===== src/rtl/pit_pkg.sv =====
package pit_pkg;
  // Base tick rate the prescaler targets (1 ms ticks)
  localparam int unsigned BASE_HZ = 1000;

  // Decoded access controls shared by the submodules
  typedef struct packed {
    logic ack;      // clear the interrupt
    logic restart;  // reload write: restart prescaler and period
  } pit_ctl_t;
endpackage


===== src/rtl/pit_prescaler.sv =====
module pit_prescaler #(
  parameter int unsigned DIV = 50000
) (
  input  logic clk,
  input  logic rst_n,
  input  logic clr,
  output logic tick
);
  generate
    if (DIV <= 1) begin : g_pass
      assign tick = 1'b1;
    end else begin : g_div
      localparam int unsigned PW = $clog2(DIV);
      localparam logic [PW-1:0] LAST = PW'(DIV - 1);
      logic [PW-1:0] cnt_q, cnt_d;

      always_comb begin
        if (clr)                cnt_d = '0;
        else if (cnt_q == LAST) cnt_d = '0;
        else                    cnt_d = cnt_q + 1'b1;
      end

      always_ff @(posedge clk or negedge rst_n) begin
        if (!rst_n) cnt_q <= '0;
        else        cnt_q <= cnt_d;
      end

      assign tick = (cnt_q == LAST) && !clr;
    end
  endgenerate
endmodule


===== src/rtl/pit_period_ctr.sv =====
module pit_period_ctr #(
  parameter int unsigned RW = 9
) (
  input  logic          clk,
  input  logic          rst_n,
  input  logic          tick,
  input  logic          restart,
  input  logic [RW-1:0] reload,
  output logic          expire,
  output logic [RW-1:0] cnt
);
  logic [RW-1:0] cnt_q, cnt_d;
  logic          at_end;

  assign at_end = (cnt_q == reload);

  always_comb begin
    cnt_d = cnt_q;
    if (restart)     cnt_d = '0;
    else if (tick)   cnt_d = at_end ? '0 : cnt_q + 1'b1;
  end

  always_ff @(posedge clk or negedge rst_n) begin
    if (!rst_n) cnt_q <= '0;
    else        cnt_q <= cnt_d;
  end

  assign expire = tick && at_end && !restart;
  assign cnt    = cnt_q;
endmodule


===== src/rtl/pit_irq_flag.sv =====
module pit_irq_flag (
  input  logic clk,
  input  logic rst_n,
  input  logic set,
  input  logic clr,
  output logic irq
);
  logic irq_q, irq_d;

  // clear has priority over a coincident set
  always_comb begin
    irq_d = irq_q;
    if (clr)      irq_d = 1'b0;
    else if (set) irq_d = 1'b1;
  end

  always_ff @(posedge clk or negedge rst_n) begin
    if (!rst_n) irq_q <= 1'b0;
    else        irq_q <= irq_d;
  end

  assign irq = irq_q;
endmodule


===== src/rtl/pit_interval_timer.sv =====
module pit_interval_timer
  import pit_pkg::*;
#(
  parameter int unsigned CLK_HZ   = 50_000_000,
  parameter int unsigned RELOAD_W = 9,
  parameter int unsigned DATA_W   = 32
) (
  input  logic              clk,
  input  logic              rst_n,
  input  logic              bus_sel,
  input  logic              wr_stb,
  input  logic              rd_stb,
  input  logic [DATA_W-1:0] wr_data,
  output logic [DATA_W-1:0] rd_data,
  output logic              irq
);
  localparam int unsigned DIV = CLK_HZ / BASE_HZ;

  pit_ctl_t      ctl;
  logic [RELOAD_W-1:0] reload_q, reload_d;
  logic                base_tick;
  logic                period_end;
  logic [RELOAD_W-1:0] period_cnt;

  // access decode
  always_comb begin
    ctl.restart = bus_sel && wr_stb;
    ctl.ack     = bus_sel && (wr_stb || rd_stb);
  end

  // reload register with explicit write enable
  always_comb begin
    reload_d = reload_q;
    if (ctl.restart) reload_d = wr_data[RELOAD_W-1:0];
  end

  always_ff @(posedge clk or negedge rst_n) begin
    if (!rst_n) reload_q <= '0;
    else        reload_q <= reload_d;
  end

  pit_prescaler #(.DIV(DIV)) u_pre (
    .clk   (clk),
    .rst_n (rst_n),
    .clr   (ctl.restart),
    .tick  (base_tick)
  );

  pit_period_ctr #(.RW(RELOAD_W)) u_per (
    .clk     (clk),
    .rst_n   (rst_n),
    .tick    (base_tick),
    .restart (ctl.restart),
    .reload  (reload_q),
    .expire  (period_end),
    .cnt     (period_cnt)
  );

  pit_irq_flag u_irq (
    .clk   (clk),
    .rst_n (rst_n),
    .set   (period_end),
    .clr   (ctl.ack),
    .irq   (irq)
  );

  assign rd_data = (bus_sel && rd_stb) ? DATA_W'(reload_q) : '0;
endmodule


===== config.mk =====
export PLATFORM = sky130hd
export DESIGN_NAME = pit_interval_timer
export DESIGN_NICKNAME = d
export VERILOG_FILES = /design/src/rtl/pit_pkg.sv /design/src/rtl/pit_prescaler.sv /design/src/rtl/pit_period_ctr.sv /design/src/rtl/pit_irq_flag.sv /design/src/rtl/pit_interval_timer.sv
export SDC_FILE = /design/constraint.sdc
export NUM_CORES = 1
export LEC_CHECK = 0
export BUFFER_PORTS_ARGS = -buffer_cell sky130_fd_sc_hd__buf_2
export CAP_MARGIN = 20
export CORE_MARGIN = 5
export CORE_UTILIZATION = 33
export DETAILED_ROUTE_END_ITERATION = 10
export HOLD_SLACK_MARGIN = 0.08
export PLACE_DENSITY = 0.68
export SETUP_SLACK_MARGIN = 0.3
export SLEW_MARGIN = 20
export SYNTH_ARGS = -nofsm -noshare
export SYNTH_HDL_FRONTEND = slang
export SYNTH_SLANG_ARGS = --single-unit

===== constraint.sdc =====
create_clock -name clk -period 2.4 [get_ports clk]
set_input_delay 0.6 -clock clk [delete_from_list [all_inputs] [get_ports clk]]
set_output_delay 0.6 -clock clk [all_outputs]
set_load 0.05 [all_outputs]

==> flow_summary.json <==
{
  "synthTopCellsByCount": "35 x dfrtp_1, 24 x buf_4, 20 x nor2_1",
  "fin_crit_sh": 0.807,
  "antenna_cells": 0,
  "relSlewSlack": 0.488,
  "cts_buffers": 5,
  "powerDensity_nw_per_um2": 681,
  "ir_drop_mv": 0.436,
  "ff_latch_area_um2": 876,
  "grt_overflow_total": 0,
  "dp_cells": 294,
  "yosys.area.top_type": "dfrtp_1",
  "setup_tns_ps": 0,
  "routedWlPerCell_um": 12.1,
  "pin_count": 70,
  "numPortBuffers": 23,
  "finalPower_mw": 1.49,
  "yosysUniqueCellTypes": 32,
  "synthFlopType": "dfrtp_1",
  "start_kind": "flop",
  "vias_per_cell": 4.72,
  "path_max_fanout": 13,
  "hold_viol": 0,
  "hold_class": "in2async",
  "multi_input_comb_area_um2": 967,
  "maxCapViolCount": 0,
  "finalHoldWorstSlack_ps": 377,
  "hpwl_mm": 2.62,
  "vias": 1426,
  "area_growth_pct": 9.97,
  "grt_pass1_vias": 1392,
  "syn_area_um2": 1980,
  "rsz0062_at_grt": "false",
  "syn_area_per_cell_um2": 9.72,
  "status": "finished, final reports clean",
  "cts_sinks": 35,
  "crit_arrival_ps": 2120,
  "rr_worst_depth": 4,
  "async_flop_share": 1.00,
  "grt_max_degree": 36,
  "period_needed_ps": 1940,
  "synth.top_cells.by_area": "dfrtp_1 44%, buf_4 9.1%, xor2_1 5.3%",
  "leakagePower_nw": 1.06,
  "fmax_ghz": 0.516,
  "place_area_um2": 2060,
  "yosysTopAreaCellShare": 0.442,
  "ys_seq_area_frac": 0.442,
  "clk_latency_ps": 290,
  "holdBufCountCts": 0,
  "syn_inst": 204,
  "first_iter_violations": 45,
  "synth_enable_flop_cells": 0,
  "antenna_found_initial": 0,
  "crit_type": "reg2reg",
  "yosysWarnings": 0,
  "htree_levels": 2,
  "slew_viol_final": 0,
  "totalWireLength_mm": 3.67,
  "die_y_um": 87.5,
  "cts-root-buf": "clkbuf_8",
  "drtPass1Iterations": 4,
  "grt_pass1_wl_mm": 6.29,
  "path_clk_slew_ps": 70,
  "end_kind": "flop",
  "skew_ps": 6.82,
  "route.detailed.drc": 0,
  "rows": 28,
  "ys_ff_latch": 35,
  "cts_tree": "yes",
  "final_cell_area_um2": 2180,
  "cts.path.max_buffers": 2,
  "dieArea_um2": 7660,
  "die_w_um": 87.5,
  "ant_nets": 0,
  "drive_above_1_share": 0.207,
  "cts_setup_buffers": 0,
  "grtUsageTotal": 0.104,
  "nets": 265,
  "worstMarginPinSlew_ps": 769,
  "start_util": 0.337,
  "fillers": 581,
  "setup_viol": 0,
  "crit_required_ps": 2580,
  "globalplace.congestion": 0.801,
  "final_cells": 302,
  "postCtsResizedCells": 0,
  "coreArea_um2": 5890,
  "yosysMostFrequentCell": "dfrtp_1"
}
-- power breakdown --
| part | total (mW) | switching, mW | internal, mW | leakage (nW) |
|---|---|---|---|---|
| sequential | 0.675 | 0.0384 | 0.637 | 0.464 |
| combinational | 0.255 | 0.178 | 0.0772 | 0.534 |
| clock | 0.555 | 0.218 | 0.336 | 0.0612 |
-- layout by cell type (no fill, tap or decap), drive strengths merged --
master	n
dfrtp	35
nand2	18
buf	24
xor2	12
mux2	9
and4bb	2
conb	23
inv	1
a32o	1
clkbuf	6
and3	16
and2	2
o21a	1
o21ai	6
a31oi	2
and2b	1
nand3	13
nor3	2
nor4b	1
ha	2
nor2	20
bufinv	1
clkinv	1
or3	2
mux2i	2
a21oi	4
nor4	1
xnor2	11
nand4	8
-- layout make-up --
cell class | instances | share of cell area
clock buffers | 6 | 0.0379
clock inverters | 2 | 0.0161
multi-input cells | 159 | 0.443
inverters | 1 | 0.00172
flip-flops and latches | 35 | 0.402
repair buffers | 24 | 0.0562
well taps | 75 | 0.0430
-- per-stage QoR --
step / setup slack, ps / utilization
after detailed placement: 510 / 0.351
after CTS: 474 / 0.371
after global placement: 505 / 0.351
after floorplan: 526 / -
final: 462 / 0.371
after global routing: 319 / 0.371
-- path summary, 6_finish.rpt --
path,startpoint,end,slack [ps]
max,u_per.cnt[2]$_DFFE_PN0P_,u_per.cnt[1]$_DFFE_PN0P_,460
min,rst_n,u_pre.g_div.cnt_q[13]$_DFF_PN0_,380
max reg2reg,u_per.cnt[2]$_DFFE_PN0P_,u_per.cnt[1]$_DFFE_PN0P_,460
min reg2reg,u_pre.g_div.cnt_q[0]$_DFF_PN0_,u_pre.g_div.cnt_q[0]$_DFF_PN0_,470
max in group asynchronous,rst_n,reload_q[7]$_DFFE_PN0N_,1530
min in group clk,u_pre.g_div.cnt_q[0]$_DFF_PN0_,u_pre.g_div.cnt_q[0]$_DFF_PN0_,470
-- worst max-delay path, cell delays in order, from the launching register on --
cell	delay, ps
dfrtp_1	450
xor2_1	190
nor4_1	280
nand4_1	480
a32o_1	430
-- cell families (layout without fill, tap and decap cells) --
kind of cell | count (synthesis) | in the layout | share of synthesized area
mux | 11 | 11 | 0.0612
simple gates | 86 | 86 | 0.226
flops | 35 | 35 | 0.442
other cells | 1 | 23 | 0.00189
fa+ha+maj | 2 | 2 | 0.0126
xor+xnor | 23 | 23 | 0.102
compound gates | 14 | 14 | 0.0423
buf+inv | 32 | 33 | 0.112
-- registers in the layout, indices dropped and copies added (netlist names) --
register	flops
u_irq.irq	1
u_pre.g_div.cnt_q	16
reload_q	9
u_per.cnt	9
-- metal layers --
| metal | GRT usage | vias up | part of all wire |
|---|---|---|---|
| li1 | - | 689 | - |
| met1 | 0.121 | 688 | 0.44 |
| met2 | 0.174 | 42 | 0.47 |
| met3 | 0.0303 | 7 | 0.071 |
| met4 | 0.0502 | 0 | 0.020 |
| met5 | 0 | - | 0 |
Note: power is estimated with default switching activity, not from simulation.
